--- src/rtl/rxs_pkg.sv ---
package rxs_pkg;
  localparam int ST_W        = 11;
  localparam int ST_OVERSIZE = 10;
  localparam int ST_HALTED   = 9;
  localparam int ST_SLOW     = 8;
  localparam int ST_OK       = 7;
  localparam int ST_PARITY   = 6;
  localparam int ST_UNTAG    = 5;
  localparam int ST_OVF      = 4;
  localparam int ST_CRC      = 3;
  localparam int ST_ALIGN    = 2;

  localparam logic [31:0] CRC_POLY_REFL = 32'hEDB88320;
  localparam logic [31:0] CRC_PRESET    = 32'hFFFFFFFF;
  localparam logic [31:0] CRC_RESIDUE   = 32'hDEBB20E3; // 0xC704DD7B bit-reversed

  function automatic logic [31:0] crc_step(input logic [31:0] c, input logic [7:0] d);
    logic [31:0] r;
    r = c;
    for (int i = 0; i < 8; i++) begin
      r = (r[0] ^ d[i]) ? ((r >> 1) ^ CRC_POLY_REFL) : (r >> 1);
    end
    return r;
  endfunction
endpackage

--- src/rtl/rxs_crc.sv ---
module rxs_crc
  import rxs_pkg::*;
#(
  parameter int DATA_W = 8
) (
  input  logic              clk_i,
  input  logic              rst_ni,
  input  logic              start_i,
  input  logic              en_i,
  input  logic [DATA_W-1:0] data_i,
  output logic              crc_ok_o
);
  logic [31:0] crc_q, crc_base;

  assign crc_base = start_i ? CRC_PRESET : crc_q;

  always_ff @(posedge clk_i or negedge rst_ni) begin
    if (!rst_ni)   crc_q <= CRC_PRESET;
    else if (en_i) crc_q <= crc_step(crc_base, data_i);
  end

  assign crc_ok_o = (crc_q == CRC_RESIDUE);


  crc_hold_chk: assert property (@(posedge clk_i) disable iff (!rst_ni)
    !en_i |=> $stable(crc_q));
endmodule

--- src/rtl/rxs_len.sv ---
module rxs_len #(
  parameter int CNT_W     = 16,
  parameter int UNTAG_MAX = 1518
) (
  input  logic             clk_i,
  input  logic             rst_ni,
  input  logic             start_i,
  input  logic             en_i,
  input  logic [CNT_W-1:0] max_len_i,
  input  logic             long_en_i,
  output logic [CNT_W-1:0] cnt_o,
  output logic             oversize_o,
  output logic             untag_o
);
  localparam logic [CNT_W-1:0] CNT_MAX = {CNT_W{1'b1}};
  localparam logic [CNT_W-1:0] UNTAG_LIM = CNT_W'(UNTAG_MAX);

  logic [CNT_W-1:0] cnt_q;

  always_ff @(posedge clk_i or negedge rst_ni) begin
    if (!rst_ni)                cnt_q <= '0;
    else if (en_i && start_i)   cnt_q <= CNT_W'(1);
    else if (en_i && cnt_q != CNT_MAX) cnt_q <= cnt_q + 1'b1;
  end

  assign cnt_o      = cnt_q;
  assign oversize_o = cnt_q > max_len_i;
  assign untag_o    = !long_en_i && (cnt_q > UNTAG_LIM);


  cnt_sat_chk: assert property (@(posedge clk_i) disable iff (!rst_ni)
    en_i && !start_i && cnt_q == CNT_MAX |=> cnt_q == CNT_MAX);

  cnt_inc_chk: assert property (@(posedge clk_i) disable iff (!rst_ni)
    en_i && !start_i && cnt_q != CNT_MAX |=> cnt_q == $past(cnt_q) + 1'b1);
endmodule

--- src/rtl/rxs_flags.sv ---
module rxs_flags (
  input  logic clk_i,
  input  logic rst_ni,
  input  logic start_i,
  input  logic en_i,
  input  logic err_i,
  input  logic ovf_i,
  input  logic par_i,
  input  logic halt_i,
  input  logic slow_i,
  output logic err_o,
  output logic ovf_o,
  output logic par_o,
  output logic halt_o,
  output logic slow_o
);
  logic [3:0] sticky_q, sticky_in;
  logic       slow_q;

  assign sticky_in = {err_i, ovf_i, par_i, halt_i};

  always_ff @(posedge clk_i or negedge rst_ni) begin
    if (!rst_ni) begin
      sticky_q <= '0;
      slow_q   <= 1'b0;
    end else if (en_i) begin
      sticky_q <= start_i ? sticky_in : (sticky_q | sticky_in);
      if (start_i) slow_q <= slow_i;
    end
  end

  assign {err_o, ovf_o, par_o, halt_o} = sticky_q;
  assign slow_o = slow_q;


  err_stick_chk: assert property (@(posedge clk_i) disable iff (!rst_ni)
    en_i && err_i |=> err_o);

  ovf_stick_chk: assert property (@(posedge clk_i) disable iff (!rst_ni)
    en_i && !start_i && ovf_o |=> ovf_o);
endmodule

--- src/rtl/rx_frame_status.sv ---
module rx_frame_status
  import rxs_pkg::*;
#(
  parameter int DATA_W    = 8,
  parameter int DRIB_W    = 3,
  parameter int CNT_W     = 16,
  parameter int UNTAG_MAX = 1518
) (
  input  logic              clk_i,
  input  logic              rst_ni,
  input  logic              rx_dv_i,
  input  logic [DATA_W-1:0] rx_data_i,
  input  logic              rx_err_i,
  input  logic [DRIB_W-1:0] dribble_i,
  input  logic              slow_link_i,
  input  logic [CNT_W-1:0]  max_len_i,
  input  logic              long_en_i,
  input  logic              fifo_ovf_i,
  input  logic              fifo_par_i,
  input  logic              halted_i,
  output logic              status_valid_o,
  output logic [ST_W-1:0]   status_o,
  output logic [CNT_W-1:0]  byte_cnt_o
);
  logic dv_q, start, frame_end;
  logic crc_ok, oversize, untag;
  logic err_s, ovf_s, par_s, halt_s, slow_s;
  logic [CNT_W-1:0] cnt;
  logic [ST_W-1:0]  st_d;
  logic             crc_bad;

  always_ff @(posedge clk_i or negedge rst_ni) begin
    if (!rst_ni) dv_q <= 1'b0;
    else         dv_q <= rx_dv_i;
  end

  assign start     = rx_dv_i && !dv_q;
  assign frame_end = dv_q && !rx_dv_i;

  rxs_crc #(.DATA_W(DATA_W)) u_crc (
    .clk_i, .rst_ni, .start_i(start), .en_i(rx_dv_i),
    .data_i(rx_data_i), .crc_ok_o(crc_ok)
  );

  rxs_len #(.CNT_W(CNT_W), .UNTAG_MAX(UNTAG_MAX)) u_len (
    .clk_i, .rst_ni, .start_i(start), .en_i(rx_dv_i),
    .max_len_i, .long_en_i, .cnt_o(cnt),
    .oversize_o(oversize), .untag_o(untag)
  );

  rxs_flags u_flags (
    .clk_i, .rst_ni, .start_i(start), .en_i(rx_dv_i),
    .err_i(rx_err_i), .ovf_i(fifo_ovf_i), .par_i(fifo_par_i),
    .halt_i(halted_i), .slow_i(slow_link_i),
    .err_o(err_s), .ovf_o(ovf_s), .par_o(par_s),
    .halt_o(halt_s), .slow_o(slow_s)
  );

  assign crc_bad = !crc_ok || err_s;

  always_comb begin
    st_d              = '0;
    st_d[ST_OVERSIZE] = oversize;
    st_d[ST_HALTED]   = halt_s;
    st_d[ST_SLOW]     = slow_s;
    st_d[ST_PARITY]   = par_s;
    st_d[ST_UNTAG]    = untag;
    st_d[ST_OVF]      = ovf_s;
    st_d[ST_CRC]      = crc_bad;
    st_d[ST_ALIGN]    = crc_bad && (|dribble_i);
    st_d[ST_OK]       = !(oversize || halt_s || par_s || untag || ovf_s || st_d[ST_CRC] || st_d[ST_ALIGN]);
  end

  always_ff @(posedge clk_i or negedge rst_ni) begin
    if (!rst_ni) begin
      status_valid_o <= 1'b0;
      status_o       <= '0;
      byte_cnt_o     <= '0;
    end else begin
      status_valid_o <= frame_end;
      if (frame_end) begin
        status_o   <= st_d;
        byte_cnt_o <= cnt;
      end
    end
  end


  valid_pulse_chk: assert property (@(posedge clk_i) disable iff (!rst_ni)
    status_valid_o |=> !status_valid_o);

  status_hold_chk: assert property (@(posedge clk_i) disable iff (!rst_ni)
    !frame_end |=> $stable(status_o) && $stable(byte_cnt_o));

  align_needs_crc_chk: assert property (@(posedge clk_i) disable iff (!rst_ni)
    status_o[ST_ALIGN] |-> status_o[ST_CRC]);

  ok_exclusive_chk: assert property (@(posedge clk_i) disable iff (!rst_ni)
    status_o[ST_OK] |-> !status_o[ST_OVERSIZE] && !status_o[ST_HALTED] && status_o[6:2] == 5'b0);

  reserved_zero_chk: assert property (@(posedge clk_i) disable iff (!rst_ni)
    status_o[1:0] == 2'b00);
endmodule

--- config.mk ---
export PLATFORM = sky130hd
export DESIGN_NAME = rx_frame_status
export DESIGN_NICKNAME = d
export VERILOG_FILES = /design/src/rtl/rxs_pkg.sv /design/src/rtl/rxs_crc.sv /design/src/rtl/rxs_len.sv /design/src/rtl/rxs_flags.sv /design/src/rtl/rx_frame_status.sv
export SDC_FILE = /design/constraint.sdc
export NUM_CORES = 1
export LEC_CHECK = 0
export BUFFER_PORTS_ARGS = -buffer_cell sky130_fd_sc_hd__buf_4
export CAP_MARGIN = 20
export CORE_ASPECT_RATIO = 0.5
export CORE_MARGIN = 2
export CORE_UTILIZATION = 58
export CTS_BUF_LIST = sky130_fd_sc_hd__clkbuf_4
export DETAILED_ROUTE_END_ITERATION = 8
export GPL_ROUTABILITY_DRIVEN = 0
export PLACE_DENSITY_LB_ADDON = 0.25
export SETUP_SLACK_MARGIN = 0.02
export SLEW_MARGIN = 40
export SYNTH_ARGS = -nofsm -noshare
export SYNTH_HDL_FRONTEND = slang
export SYNTH_SLANG_ARGS = --single-unit
--- constraint.sdc ---
create_clock -name clk_i -period 2.9 [get_ports clk_i]
set_clock_uncertainty 0.05 [all_clocks]
set_input_delay 0.58 -clock clk_i [delete_from_list [all_inputs] [get_ports clk_i]]
set_output_delay 0.58 -clock clk_i [all_outputs]
set_load 0.05 [all_outputs]
==> summary by stage <==
Run status
The run finished with clean final reports.

Yosys
For this run, the number of Yosys warnings is 0. Counting flops and latches in the post-synthesis netlist gives 80. Counting instances in the post-synthesis netlist gives the leading cell types as 83 x sky130_fd_sc_hd__nand2_1, 57 x sky130_fd_sc_hd__xnor2_1, 49 x sky130_fd_sc_hd__nor2_1.

After technology mapping, the gate count stands at 519. By instance count, the leading cell after synthesis is sky130_fd_sc_hd__nand2_1. By area the synthesized netlist is led by sky130_fd_sc_hd__dfrtp_1 25%, sky130_fd_sc_hd__dfstp_2 17%, sky130_fd_sc_hd__xnor2_1 10%. The predominant post-synthesis flop cell is sky130_fd_sc_hd__dfrtp_1.

The cell area that synthesis handed to floorplanning was 4870 µm². The count of distinct cell types in the synthesized netlist is 43. Counting flops with a built-in enable in the synthesized netlist gives 0. Sequential elements use 41.9% of the synthesized area. Of all flip-flops after synthesis, the portion carrying an async set or reset was 100%. Of all cell types, the one taking the most synthesized area is sky130_fd_sc_hd__dfrtp_1. The fraction of synthesized cell area taken by the top area cell type is 24.6%. The average size of a mapped cell is 9.39 µm².

GRT
Entering global routing, the biggest net connects 62 pins. The total track usage is 24.5%. The number of antenna violations at the first check in global routing is 0. The overflow left after global routing is 0. The via count of the first global-routing pass was 3509.

The global-route met3 utilization is 6.80%. Global routing consumed, on the met2 layer, 41.8% of the routing resources. The first global-routing pass estimated 17000 µm of wire. The most used routing layer is met2. Global routing consumed, on the met1 layer, 30.5% of the routing resources.

Job
The count of maximum capacitance violations is 0.

Setup path
The count of cells along the worst register-to-register path is 8. The category of the worst setup path capture point is a register. The signal on the critical path passes through and4_1 > nand4_1 > nor4_2 > a31oi_1 > buf_4 > nand4_1 > xor2_1 > nor2_1. The cell family contributing the most delay on the critical path is simple AND/OR/NAND/NOR gates. The most numerous cell type found on the critical path is sky130_fd_sc_hd__nand4_1.

The number of buffers and inverters on the critical path is 1. The launch instance of the worst register-to-register path is u_len.cnt_o[5]. The worst setup path is launched from a register. The slack of the worst reg-to-reg path is 0.52 ns. At the worst endpoint, the required time is 3.20 ns. The worst setup path startpoint is u_len.cnt_o[5]. The slowest stage of the critical path is the sky130_fd_sc_hd__dfrtp_1 cell.

In this run the worst path has a maximum fanout of 8. The arrival time of the worst setup path is 2.68 ns. The delay of the slowest cell on the worst path is 0.51 ns.

The terminus of the critical flop-to-flop path is u_len.cnt_o[15]. The type of the worst setup path is reg2reg.

Worst hold path
The path category of the worst min-delay check is in2async.

Clocking
In this run the post-CTS setup repair buffer count came out at 0. Hold repair after CTS inserted 0 buffers. The tree is rooted in a sky130_fd_sc_hd__clkbuf_4. In this run, post-CTS repair resized a total of 0 instances. Clock-pin slew was measured on the worst setup and hold paths at 0.14 ns.

The clock tree from TritonCTS is yes. The buffer depth of the longest clock path is 2. The maximum level of the CTS H-tree is 3. The clock sink count is 80. The number of buffers created by CTS is 9. The later-pin clock latency in the skew report is 0.46 ns.

STA
The final count of hold timing violations is 0. The number of max-slew violations in the final report is 0. For the pin with the worst max-slew slack, the measured transition is 0.680 ns. Adding up every negative setup slack in the final design gives 0 ns. The routed design could run at a clock period as short as 2.38 ns. Derived from the worst setup path, the maximum achievable clock frequency is 421 MHz.

Setup repair after global routing left no endpoint under its margin. The final number of setup-violating endpoints is 0. After layout, the worst path uses 81.9% of the clock period. The worst slew margin relative to its limit is 54.7%.

Route
Before antenna repair, the detailed router went through 6 iterations. The vias after detailed routing is 3677. The final routed wirelength across all metal layers is 10500 µm. In this run the remaining antenna-violating nets after routing total 0.

After detailed routing, the number of remaining DRC violations is 0. The per-cell routed wire length is 15.2 µm. Dividing the detail-routed via count by the number of cells gives 5.31. The violation count after the first detailed-routing iteration is 254.

Floorplan
Measured along the y axis, the die boundary spans 68.8 µm. The initial core utilization is 60.3%. The floorplan has 23 rows. In this run the horizontal extent of the chip is 134 µm. The floorplan core area is 8090 µm². The floorplan step defined a die boundary enclosing 9200 µm². Pin placement for this block handled 64 I/O pins.

Power
For this design the total switching power over the nets is 0.00218 W. The leakage power figure is 2.56 nW. The sequential share of power is 35.0%. The power per cell area is 989 nW/µm². The internal portion of the total power is 0.00331 W. The share of total power dissipated in the clock network is 10.6%. Net switching is 39.6% of the power. Of the total power, combinational logic draws 54.4%. The maximum resistive drop on vdd is 0.000637 V.

Cells and area
For this run, the post-layout net count is 630. The area added between synthesis and finish is 14.0%. In the final layout, the multi-input gates occupy 2630 µm². The combined flip-flop and latch cell area is 2040 µm². The final design utilization is 68.7%.

0 antenna diodes ended up in the layout. The fraction of final layout cells with drive strength greater than 1 is 25.6%. Fill cells in the final layout number 667.

Placed design
The wire-length estimate of the detail-placed layout is 7530 µm. The count of port buffers added during placement is 61.
state kept, by name, indices dropped and copies added (netlist names):
register,flops
dv_q,1
u_len.cnt_o,16
u_crc.crc_q,32
u_flags.slow_o,1
u_flags.sticky_q,4
status_o,9
status_valid_o,1
byte_cnt_o,16
power by group through the flow:
stage | clock [W] | sequential, W | combinational [W]
4_1_cts | 0.000595 | 0.00191 | 0.00301
2_1_floorplan | 0 | 0.00183 | 0.00255
6_report | 0.000581 | 0.00192 | 0.00299
3_3_place_gp | 0 | 0.00193 | 0.00292
3_5_place_dp | 0 | 0.00193 | 0.00299
5_1_grt | 0.000637 | 0.00196 | 0.00326
area by class of cell:
class | count | area share, %
Inverter | 22 | 1.49
Tap cell | 112 | 2.52
Clock buffer | 10 | 1.35
Sequential cell | 80 | 36.8
Multi-Input combinational cell | 390 | 47.4
Clock inverter | 6 | 0.653
Timing Repair Buffer | 73 | 9.87
kinds of logic after synthesis:
family | synth area share, %
AND/OR/NAND/NOR | 18.6
AO/OA/AOI/OAI | 7.16
multiplexers | 2.52
flip-flops | 41.9
other | 0.0769
adder cells (fa/ha/maj) | 4.62
buffers and inverters | 4.26
XOR/XNOR | 20.8
worst max path at each step:
| stage | endpoint | depth (start not counted) | slack, ns |
|---|---|---|---|
| detailed placement | u_crc.crc_q[19] | 9 | 0.44 |
| floorplan | u_crc.crc_q[19] | 7 | 0.76 |
| finish | u_len.cnt_o[15] | 8 | 0.52 |
| global route | u_len.cnt_o[15] | 8 | 0.31 |
| CTS | u_len.cnt_o[15] | 8 | 0.55 |
| global placement | u_crc.crc_q[19] | 9 | 0.49 |
routing by layer:
layer | part of all wire [%] | wire length [µm]
met4 | 2.0 | 208
met1 | 45 | 4720
met2 | 47 | 4950
met3 | 6.1 | 645
met5 | 0 | 0
through the flow:
| step | power (W) | worst slack (ns) | hold slack, ns | instances | instance area, µm² |
|---|---|---|---|---|---|
| after floorplan | 0.00438 | 0.762 | 0.234 | 520 | 4880 |
| after global placement | 0.00485 | 0.490 | 0.410 | 677 | 5440 |
| after detailed placement | 0.00493 | 0.444 | 0.416 | 677 | 5440 |
| after CTS | 0.00552 | 0.547 | 0.112 | 693 | 5550 |
| after global routing | 0.00585 | 0.310 | 0.126 | 693 | 5550 |
| final | 0.00549 | 0.524 | 0.109 | 693 | 5550 |
layout by cell type (no fill, tap or decap), drive strengths merged, types with 2 or more instances in the layout:
cell type  netlist  final
ha              18     18
a31oi            2      2
nand2           83     83
a22o             4      4
nor2b           10     10
conb             1      2
and2             2      2
o21ai           14     14
and4             2      2
nand4           11     11
inv             22     23
mux2            10     10
xnor2           69     69
nand3b           2      2
clkbuf          15     10
clkinv           0      3
xor2            32     32
or3              2      2
nor4             4      4
a21o             3      3
clkinvlp         0      2
nor4bb           2      2
buf             13     73
dfrtp           48     48
nor2            52     52
nor3             6      6
o31ai            2      2
nand3            9      9
dfstp           32     32
a21oi           34     34
nand2b           8      8
No activity file was read; power rests on OpenSTA's default activity.
